==> src/rtl/selv_pkg.sv <==
package selv_pkg;
  localparam int DESC_W = 64;
  localparam int SEL_W  = 16;

  localparam logic [2:0] TGT_CS = 3'd1;
  localparam logic [2:0] TGT_SS = 3'd2;

  localparam logic [7:0] VEC_GP  = 8'd13;
  localparam logic [7:0] VEC_NP  = 8'd11;
  localparam logic [7:0] VEC_STK = 8'd12;

  typedef enum logic [2:0] {
    ST_IDLE, ST_DECODE, ST_FETCH, ST_CHECK, ST_DONE, ST_FAULT
  } selv_state_t;

  // control -> datapath strobes
  typedef struct packed {
    logic capIn;
    logic capDesc;
    logic logDecFault;
    logic logChkFault;
    logic setNull;
  } selv_strb_t;

  // datapath -> control status
  typedef struct packed {
    logic decFault;
    logic decNull;
    logic chkFault;
  } selv_stat_t;
endpackage

==> src/rtl/selv_ctrl.sv <==
module selv_ctrl
  import selv_pkg::*;
(
  input  logic       clk,
  input  logic       rstN,
  input  logic       startReq,
  input  logic       memAck,
  input  selv_stat_t stat,
  output selv_strb_t strb,
  output logic       memReq,
  output logic       busy,
  output logic       loadDone,
  output logic       faultValid
);
  selv_state_t state, nextState;

  always_ff @(posedge clk) begin
    if (!rstN) state <= ST_IDLE;
    else       state <= nextState;
  end

  always_comb begin
    nextState = state;
    case (state)
      ST_IDLE:   if (startReq) nextState = ST_DECODE;
      ST_DECODE: begin
        if (stat.decFault)     nextState = ST_FAULT;
        else if (stat.decNull) nextState = ST_DONE;
        else                   nextState = ST_FETCH;
      end
      ST_FETCH:  if (memAck) nextState = ST_CHECK;
      ST_CHECK:  nextState = stat.chkFault ? ST_FAULT : ST_DONE;
      ST_DONE:   nextState = ST_IDLE;
      ST_FAULT:  nextState = ST_IDLE;
      default:   nextState = ST_IDLE;
    endcase
  end

  always_comb begin
    strb.capIn       = (state == ST_IDLE) && startReq;
    strb.capDesc     = (state == ST_FETCH) && memAck;
    strb.logDecFault = (state == ST_DECODE) && stat.decFault;
    strb.setNull     = (state == ST_DECODE) && !stat.decFault && stat.decNull;
    strb.logChkFault = (state == ST_CHECK) && stat.chkFault;
  end

  assign memReq     = (state == ST_FETCH);
  assign busy       = (state != ST_IDLE);
  assign loadDone   = (state == ST_DONE);
  assign faultValid = (state == ST_FAULT);

  // an outstanding request is not withdrawn before acknowledge
  assert_req_held_R10: assert property (@(posedge clk) disable iff (!rstN)
    memReq && !memAck |=> memReq);

  // success strobe lasts a single cycle
  assert_done_pulse_R9: assert property (@(posedge clk) disable iff (!rstN)
    loadDone |=> !loadDone);
endmodule

==> src/rtl/selv_dpath.sv <==
module selv_dpath
  import selv_pkg::*;
#(
  parameter int ADDR_W  = 32,
  parameter int LIMIT_W = 16
) (
  input  logic                clk,
  input  logic                rstN,
  input  selv_strb_t          strb,
  input  logic [2:0]          targetReg,
  input  logic [SEL_W-1:0]    selector,
  input  logic [ADDR_W-1:0]   gdtBase,
  input  logic [LIMIT_W-1:0]  gdtLimit,
  input  logic [ADDR_W-1:0]   ldtBase,
  input  logic [LIMIT_W-1:0]  ldtLimit,
  input  logic                ldtValid,
  input  logic [DESC_W-1:0]   memData,
  output selv_stat_t          stat,
  output logic [ADDR_W-1:0]   memAddr,
  output logic                loadNull,
  output logic [SEL_W-1:0]    loadSel,
  output logic [31:0]         cacheBase,
  output logic [19:0]         cacheLimit,
  output logic [11:0]         cacheAttr,
  output logic [7:0]          faultVector,
  output logic [SEL_W-1:0]    faultCode
);
  localparam int IDX_W = SEL_W - 3;
  localparam int CMP_W = (LIMIT_W > SEL_W ? LIMIT_W : SEL_W) + 1;

  logic [SEL_W-1:0]   selQ;
  logic [2:0]         tgtQ;
  logic [ADDR_W-1:0]  tblBaseQ;
  logic [LIMIT_W-1:0] tblLimQ;
  logic               ldtOkQ;
  logic [DESC_W-1:0]  descQ;
  logic               nullQ;
  logic [7:0]         vecQ;
  logic [SEL_W-1:0]   codeQ;

  // decode stage
  logic [IDX_W-1:0] idx;
  logic             tiLdt, isNullSel, isDataTgt, outRange;
  logic [SEL_W-1:0] selCode, decCode;

  always_comb begin
    idx       = selQ[SEL_W-1:3];
    tiLdt     = selQ[2];
    isNullSel = (selQ[SEL_W-1:2] == '0);
    isDataTgt = (tgtQ != TGT_CS) && (tgtQ != TGT_SS);
    outRange  = CMP_W'({idx, 3'b111}) > CMP_W'(tblLimQ);
    selCode   = {selQ[SEL_W-1:2], 2'b00};
    decCode   = isNullSel ? '0 : selCode;
    stat.decNull  = isNullSel && isDataTgt;
    stat.decFault = isNullSel ? !isDataTgt
                              : ((tiLdt && !ldtOkQ) || outRange);
  end

  assign memAddr = tblBaseQ + ADDR_W'({idx, 3'b000});

  // attribute check stage
  logic       segFlag, present, typeOk;
  logic [3:0] segType;
  logic [7:0] chkVec;

  always_comb begin
    segFlag = descQ[44];
    segType = descQ[43:40];
    present = descQ[47];
    if (tgtQ == TGT_CS)      typeOk = segFlag && segType[3];
    else if (tgtQ == TGT_SS) typeOk = segFlag && !segType[3] && segType[1];
    else                     typeOk = segFlag && (!segType[3] || segType[1]);
    if (!typeOk)             chkVec = VEC_GP;
    else if (tgtQ == TGT_SS) chkVec = VEC_STK;
    else                     chkVec = VEC_NP;
    stat.chkFault = !typeOk || !present;
  end

  always_ff @(posedge clk) begin
    if (!rstN) begin
      selQ <= '0; tgtQ <= '0; tblBaseQ <= '0; tblLimQ <= '0; ldtOkQ <= 1'b0;
      descQ <= '0; nullQ <= 1'b0; vecQ <= '0; codeQ <= '0;
    end else begin
      if (strb.capIn) begin
        selQ     <= selector;
        tgtQ     <= targetReg;
        tblBaseQ <= selector[2] ? ldtBase : gdtBase;
        tblLimQ  <= selector[2] ? ldtLimit : gdtLimit;
        ldtOkQ   <= ldtValid;
        descQ    <= '0;
        nullQ    <= 1'b0;
      end
      if (strb.capDesc) descQ <= memData;
      if (strb.setNull) nullQ <= 1'b1;
      if (strb.logDecFault) begin
        vecQ  <= VEC_GP;
        codeQ <= decCode;
      end
      if (strb.logChkFault) begin
        vecQ  <= chkVec;
        codeQ <= selCode;
      end
    end
  end

  assign loadNull    = nullQ;
  assign loadSel     = selQ;
  assign cacheBase   = {descQ[63:56], descQ[39:16]};
  assign cacheLimit  = {descQ[51:48], descQ[15:0]};
  assign cacheAttr   = {descQ[55:52], descQ[47:40]};
  assign faultVector = vecQ;
  assign faultCode   = codeQ;
endmodule

==> src/rtl/seg_sel_validator.sv <==
module seg_sel_validator
  import selv_pkg::*;
#(
  parameter int ADDR_W  = 32,
  parameter int LIMIT_W = 16
) (
  input  logic               clk,
  input  logic               rstN,
  input  logic               startReq,
  input  logic [2:0]         targetReg,
  input  logic [15:0]        selector,
  input  logic [ADDR_W-1:0]  gdtBase,
  input  logic [LIMIT_W-1:0] gdtLimit,
  input  logic [ADDR_W-1:0]  ldtBase,
  input  logic [LIMIT_W-1:0] ldtLimit,
  input  logic               ldtValid,
  output logic               memReq,
  output logic [ADDR_W-1:0]  memAddr,
  input  logic               memAck,
  input  logic [63:0]        memData,
  output logic               busy,
  output logic               loadDone,
  output logic               loadNull,
  output logic [15:0]        loadSel,
  output logic [31:0]        cacheBase,
  output logic [19:0]        cacheLimit,
  output logic [11:0]        cacheAttr,
  output logic               faultValid,
  output logic [7:0]         faultVector,
  output logic [15:0]        faultCode
);
  selv_strb_t strb;
  selv_stat_t stat;

  selv_ctrl uCtrl (
    .clk(clk), .rstN(rstN), .startReq(startReq), .memAck(memAck),
    .stat(stat), .strb(strb), .memReq(memReq), .busy(busy),
    .loadDone(loadDone), .faultValid(faultValid)
  );

  selv_dpath #(.ADDR_W(ADDR_W), .LIMIT_W(LIMIT_W)) uDpath (
    .clk(clk), .rstN(rstN), .strb(strb), .targetReg(targetReg),
    .selector(selector), .gdtBase(gdtBase), .gdtLimit(gdtLimit),
    .ldtBase(ldtBase), .ldtLimit(ldtLimit), .ldtValid(ldtValid),
    .memData(memData), .stat(stat), .memAddr(memAddr),
    .loadNull(loadNull), .loadSel(loadSel), .cacheBase(cacheBase),
    .cacheLimit(cacheLimit), .cacheAttr(cacheAttr),
    .faultVector(faultVector), .faultCode(faultCode)
  );

  // address held while the request waits
  assert_addr_stable_R10: assert property (@(posedge clk) disable iff (!rstN)
    memReq && !memAck |=> $stable(memAddr));

  // not-present and stack vectors only arise after a fetched descriptor
  assert_np_after_fetch_R8: assert property (@(posedge clk) disable iff (!rstN)
    faultValid && (faultVector != VEC_GP) |-> $past(memAck, 2));

  // a zero error code only comes with vector 13
  assert_zero_code_gp_R5: assert property (@(posedge clk) disable iff (!rstN)
    faultValid && (faultCode == 16'h0) |-> faultVector == VEC_GP);

  // a null load caches empty descriptor fields
  assert_null_empty_R6: assert property (@(posedge clk) disable iff (!rstN)
    loadDone && loadNull |-> (cacheBase == 32'h0) && (cacheLimit == 20'h0)
                             && (cacheAttr == 12'h0));
endmodule

==> config.mk <==
export PLATFORM = sky130hd
export DESIGN_NAME = seg_sel_validator
export DESIGN_NICKNAME = d
export VERILOG_FILES = /design/src/rtl/selv_pkg.sv /design/src/rtl/selv_ctrl.sv /design/src/rtl/selv_dpath.sv /design/src/rtl/seg_sel_validator.sv
export SDC_FILE = /design/constraint.sdc
export NUM_CORES = 1
export LEC_CHECK = 0
export BUFFER_PORTS_ARGS = -buffer_cell sky130_fd_sc_hd__buf_2
export CAP_MARGIN = 0
export CORE_AREA = 3 3 179 181
export CTS_BUF_LIST = sky130_fd_sc_hd__clkbuf_16
export DETAILED_ROUTE_END_ITERATION = 7
export DIE_AREA = 0 0 182 184
export GPL_ROUTABILITY_DRIVEN = 1
export SYNTH_ARGS = -nofsm -noshare
export SYNTH_HDL_FRONTEND = slang
export SYNTH_SLANG_ARGS = --single-unit
==> constraint.sdc <==
create_clock -name clk -period 5.3 [get_ports clk]
set_input_delay 1.06 -clock clk [delete_from_list [all_inputs] [get_ports clk]]
set_output_delay 1.06 -clock clk [all_outputs]
set_load 0.01 [all_outputs]
---- After elaboration in Yosys (flattened, before gate mapping) ----
Index checks and enable logic that the tools add are counted.
storage, ports and cells
  input bits .............................. 184
  word-level logic and storage cells ...... 77
  output and inout bits ................... 141
  flip-flop bits (word level) ............. 160
operators by class
  reductions and logical operators ........ 30
  multiplexer cells ....................... 22
  bitwise operators ....................... 1
  equality and inequality tests ........... 11
  add/sub/neg operators ................... 1
  $lt $le $gt $ge ......................... 1
operators by type and width
  cell                                                                   count
  64-bit 2-to-1 mux                                                      2
  16-bit 2-to-1 mux                                                      4
  32-bit by 16-bit adder with 32-bit output                              1
  32-bit 2-to-1 mux                                                      1
  8-bit 2-to-1 mux                                                       3
  16-bit greater-than comparator                                         1
  3-bit 2-to-1 mux                                                       5
  14-bit zero test                                                       1
  1-bit logical AND                                                      13
  3-bit one-hot mux with 4 select lines                                  1
  3-bit by 2-bit equality test with 1-bit output, second input constant  3
  3-bit by 1-bit equality test with 1-bit output, second input constant  2
  3-bit equality test, second input constant                             2
  1-bit zero test                                                        6
  1-bit 2-to-1 mux                                                       6
  2-bit nonzero test                                                     3
  3-bit zero test                                                        1
  1-bit logical OR                                                       3
  3-bit by 1-bit != test with 1-bit output, second input constant        1
  3-bit by 2-bit != test with 1-bit output, second input constant        1
  3-bit nonzero test                                                     1
  2-bit by 1-bit != test with 1-bit output, second input constant        1
  2-bit != test, second input constant                                   1
  2-bit AND reduction                                                    1
  2 further kinds                                                        2

---- Depth between registers and ports, before layout ----
  depth in word-level cells ............... 9
  mapped depth ............................ 10
  depth with buffers taken out ............ 9

---- Modules after synthesis ----
From an unflattened synthesis, not the netlist that was laid out.
unflattened totals
  cell total of the unflattened synthesis .. 863
  area total of the unflattened synthesis .. 7915.1 µm²
by module, submodules not included
  module      seq. area each (µm²)  area an instance (µm²)  instances  cells each
  selv_dpath  3022.9                7706.1                  1          838
  selv_ctrl   60.1                  209.0                   1          25

---- Least setup slack after synthesis ----
No wires, ideal clock.
  path type ............................... reg2out
  from .................................... reg uDpath.selQ[3] (netlist: uDpath.loadSel[3])
  to ...................................... out memAddr[21]
  data required time ...................... 4.240 ns
  cell stages (with the launch flop) ...... 10
  path slack .............................. 2.027 ns
  arrival ................................. 2.213 ns
  buffers on the path ..................... 0
  path through ............................ dfxtp_1 -> ha_1 -> inv_1 -> fa_1 -> nor2b_1 -> o2111ai_1 -> a21oi_1 -> a21o_1 -> and3_1 -> xor2_1
on the way
  longest elaborated chain between the ends .. 1
RTL lines
  element                                    RTL line                 source
  start: declaration                         selv_dpath.sv:31         logic [SEL_W-1:0] selQ;
  start signal: assignment                   selv_dpath.sv:85         selQ <= selector;
  32-bit by 16-bit adder with 32-bit output  selv_dpath.sv:59         assign memAddr = tblBaseQ + ADDR_W'({idx, 3'b000});
  end: declaration                           seg_sel_validator.sv:18  output logic [ADDR_W-1:0] memAddr,
No other way between the ends.

---- Worst setup path in the final report ----
Ends and elaborated chain as after synthesis.

==> metrics.md <==
| Metric | Value |
|---|---|
| Outcome | complete, no violations |
| Final nets | between 1000 and 1500 |
| Register area share after synthesis | 0.405 |
| R2R Path Start | uDpath.loadSel[14] |
| IO Count | approximately 330 |
| Full die area | around 33000 um2 |
| Filler cells | 3250 |
| Die height | 184 um |
| Worst R2R End | uDpath.faultCode[6] |
| Min-delay worst type | reg -> reg |
| Htree depth | 4 |
| ANT nets after route | 0 |
| Crit Path Category | reg -> out |
| Critical path fanouts, max | 8 |
| R2R cell count | 8 |
| Final Cycle Share | 0.803 |
| CTS Sinks | 154 |
| Slew Limit Fails | 0 |
| DR pass1 iterations | 5 |
| Max_cap viols | 0 |
| Share of cells above drive strength 1 | 0.319 |
| Pleak | 5.17 nW |
| Setup TNS Final | 0 ns |
| Total grt overflow | 0 |
| Routability congestion estimate from global placement | between 0.8 and 0.9 |
| Syn Std Cell Area | about 7600 um2 |
| Tot GR Track Use | 0.150 |
| Clock latency on the worst-skew pair | 0.43 ns |
| Vias in the first global route | 6659 |
| Post-CTS Setup Bufs | 0 |
| Final Critical Period | between 4 and 5 ns |
| Num CTS Buffers | 17 |
| Clock-pin slew on the worst setup and hold paths | 0.07 ns |
| R2r setup slk | around 2.6 ns |
| Top Layer Used | met4 |
| Routed WL | between 20000 and 30000 um |
| Post_cts resized | 0 |
| Max frequency | between 0.2 and 0.25 GHz |
| First-pass GRT wire length | around 39000 um |
| Final Hold Viols | 0 |
| Largest net degree at the start of global routing | approximately 110 |
| Yosys reg bits | ~150 |
| Post-Syn Instances | a little over 800 |
| Maximum vdd drop | ~220 uV |
| Clock root cell | clkbuf_16 |
| Avg WL per Cell | ~17 um |
| CTS tree | done |
| # hold bufs at CTS | 0 |
| DR vias | around 7000 |
| Starting Density | 0.249 |
| Final core utilization | 0.329 |
| Core ar. | approximately 31000 um2 |
| YS warnings | 0 |
| Ys async rst share | 0 |
| Post-synthesis area per instance | ~9 um2 |
| Synth Flop Type | dfxtp_1 |
| Unrepaired setup endpoints after global routing | no |
| Metal2 WL | 12400 um |
| Hold depth | 2 |
| Crit path required time | 4.24 ns |
| Final setup viols | 0 |
| PortBufs | between 300 and 400 |
| Actual slew at the worst max-slew pin | 1.01 ns |
| Worst hold endpoint | uDpath.faultVector[3] |
| # rows | 64 |
| Clock skew | between 0.01 and 0.015 ns |
| Worst path arrival time | ~3.2 ns |
| Post-synth cell types | 55 |
| Slew HR | 0.323 |
| Hold Path Origin | uDpath.faultVector[3] |
| HPWL Detailed | approximately 20000 um |
| Antenna violations before repair | 1 |
| Critical path launch point type | register |
| CTS max path bufs | 2 |
| Number of enable flip-flop cells after synthesis | 0 |
| DRC Markers | 0 |
| First DRT Iteration DRCs | 300 |
| Met3 WL post-DR | around 2300 um |
| Vias per Instance | 4.62 |
| Area grow syn2layout | 32.3% |
| Pwr Density | 446 nW/um2 |
| Wire length on met1 | about 11000 um |
| Endpoint type of the worst setup path | primary output |
| Die Wd | 182 um |
| WHS | roughly 0.45 ns |
-- Yosys cell counts (2+ instances only) --
| cell type | count | share of area |
|---|---|---|
| nor2b_1 | 70 | 0.058 |
| ha_1 | 26 | 0.043 |
| a22oi_1 | 66 | 0.065 |
| xnor2_1 | 10 | 0.012 |
| nand4_1 | 5 | 0.0041 |
| a21o_1 | 11 | 0.011 |
| nor2_1 | 21 | 0.010 |
| xor2_1 | 14 | 0.016 |
| nor4_1 | 3 | 0.0025 |
| a21boi_0 | 24 | 0.024 |
| and3_1 | 10 | 0.0082 |
| o2111ai_1 | 2 | 0.0023 |
| inv_1 | 22 | 0.011 |
| and2_1 | 4 | 0.0033 |
| nand2_1 | 131 | 0.065 |
| a31oi_1 | 3 | 0.0025 |
| mux2i_1 | 63 | 0.083 |
| a21oi_1 | 15 | 0.0099 |
| nor3_1 | 5 | 0.0033 |
| o21bai_1 | 2 | 0.0020 |
| o211ai_1 | 3 | 0.0030 |
| a211oi_1 | 4 | 0.0039 |
| o21a_1 | 2 | 0.0020 |
| dfxtp_1 | 154 | 0.41 |
| o21ai_0 | 7 | 0.0046 |
| clkbuf_1 | 35 | 0.017 |
| buf_4 | 9 | 0.0089 |
| and4_1 | 3 | 0.0035 |
| buf_2 | 14 | 0.0092 |
| buf_1 | 6 | 0.0030 |
| o211a_1 | 49 | 0.064 |
| nand3_1 | 8 | 0.0053 |
| a22o_1 | 2 | 0.0023 |
| nand2b_1 | 7 | 0.0058 |
-- worst max-delay path by stage --
stage	cells past startpoint	slack, ns	start	endpoint
detailed placement	10	1.54	uDpath.loadSel[3]	memAddr[21]
CTS	10	1.04	uDpath.loadSel[3]	memAddr[21]
global placement	8	1.63	uDpath.loadSel[4]	memAddr[24]
floorplan	9	2.03	uDpath.loadSel[3]	memAddr[21]
finish	10	1.04	uDpath.loadSel[3]	memAddr[21]
global route	10	0.80	uDpath.loadSel[3]	memAddr[21]
-- metal layers --
layer | global-route usage | vias to the layer above
li1 | - | 3490
met1 | 0.183 | 3258
met2 | 0.255 | 279
met3 | 0.0475 | 16
met4 | 0.0387 | 0
met5 | 0 | -
-- where the power goes --
group	internal [mW]	total, mW	switching (mW)	leakage (nW)
sequential	1.38	1.59	0.211	1.26
clock	0.705	1.26	0.555	0.284
combinational	0.656	1.64	0.983	3.63
total	2.74	4.48	1.75	5.17
-- cells by family (layout without fill, tap and decap cells) --
family,Yosys count,in the layout,synth area share
AND/OR/NAND/NOR,274,274,0.176
AO/OA/AOI/OAI,200,200,0.209
flip-flops,154,154,0.405
buffers and inverters,88,379,0.0533
multiplexers,63,63,0.0829
adder cells (fa/ha/maj),27,27,0.0454
XOR/XNOR,24,24,0.0276
other,1,7,0.000493
-- layout by cell type, fill, tap and decap left out, types with 4 or more instances in the layout --
cell type / netlist / layout
a21oi_1: 15 / 15
mux2i_1: 63 / 63
nand3_1: 8 / 8
and3_1: 10 / 10
dfxtp_1: 154 / 154
nor2_1: 21 / 20
o21ai_0: 7 / 7
nand2b_1: 7 / 7
a22oi_1: 66 / 66
inv_1: 22 / 23
o211a_1: 49 / 49
nor2b_1: 70 / 70
nand2_1: 131 / 131
buf_2: 14 / 317
a211oi_1: 4 / 4
a21boi_0: 24 / 24
conb_1: 1 / 6
nor3_1: 5 / 5
xnor2_1: 10 / 10
nand4_1: 5 / 5
buf_4: 9 / 7
inv_6: 0 / 4
a21o_1: 11 / 11
xor2_1: 14 / 14
clkbuf_16: 0 / 17
ha_1: 26 / 26
-- per-stage QoR --
stage / setup slack (ns) / instance area, um2 / cells / total power, mW
after floorplan: 2.03 / 7630 / 836 / 2.66
after global placement: 1.63 / 9470 / 1491 / 3.25
after detailed placement: 1.54 / 9470 / 1491 / 3.27
after CTS: 1.04 / 10100 / 1523 / 4.57
after global routing: 0.795 / 10100 / 1524 / 4.80
final: 1.04 / 10100 / 1524 / 4.48
-- area by class of cell --
type,instances,area (um2),area share
clock inverter,15,165,0.0164
clock buffer,17,425,0.0423
tap,396,495,0.0492
inverter,22,82.6,0.00821
antenna,1,2.50,0.000249
timing repair buffer,325,1660,0.165
multi-input combinational,594,4150,0.412
sequential,154,3080,0.306
-- critical path: stages, from the launching register on --
cell and delay, ns:
dfxtp_1 0.46, ha_1 0.25, inv_1 0.07, fa_1 0.40, nor2b_1 0.17, o2111ai_1 0.16, a21oi_1 0.30, a21o_1 0.40
and3_1 0.24, xor2_1 0.17, buf_2 0.16
-- state kept, by name, indices dropped and copies added, names as in the netlist --
register,count
uDpath.ldtOkQ,1
uDpath.descQ,64
uDpath.faultVector,4
uDpath.loadNull,1
uCtrl.state,3
uDpath.loadSel,16
uDpath.tblBaseQ,32
uDpath.tgtQ,3
uDpath.tblLimQ,16
uDpath.faultCode,14
(Power assumes the default switching activity.)
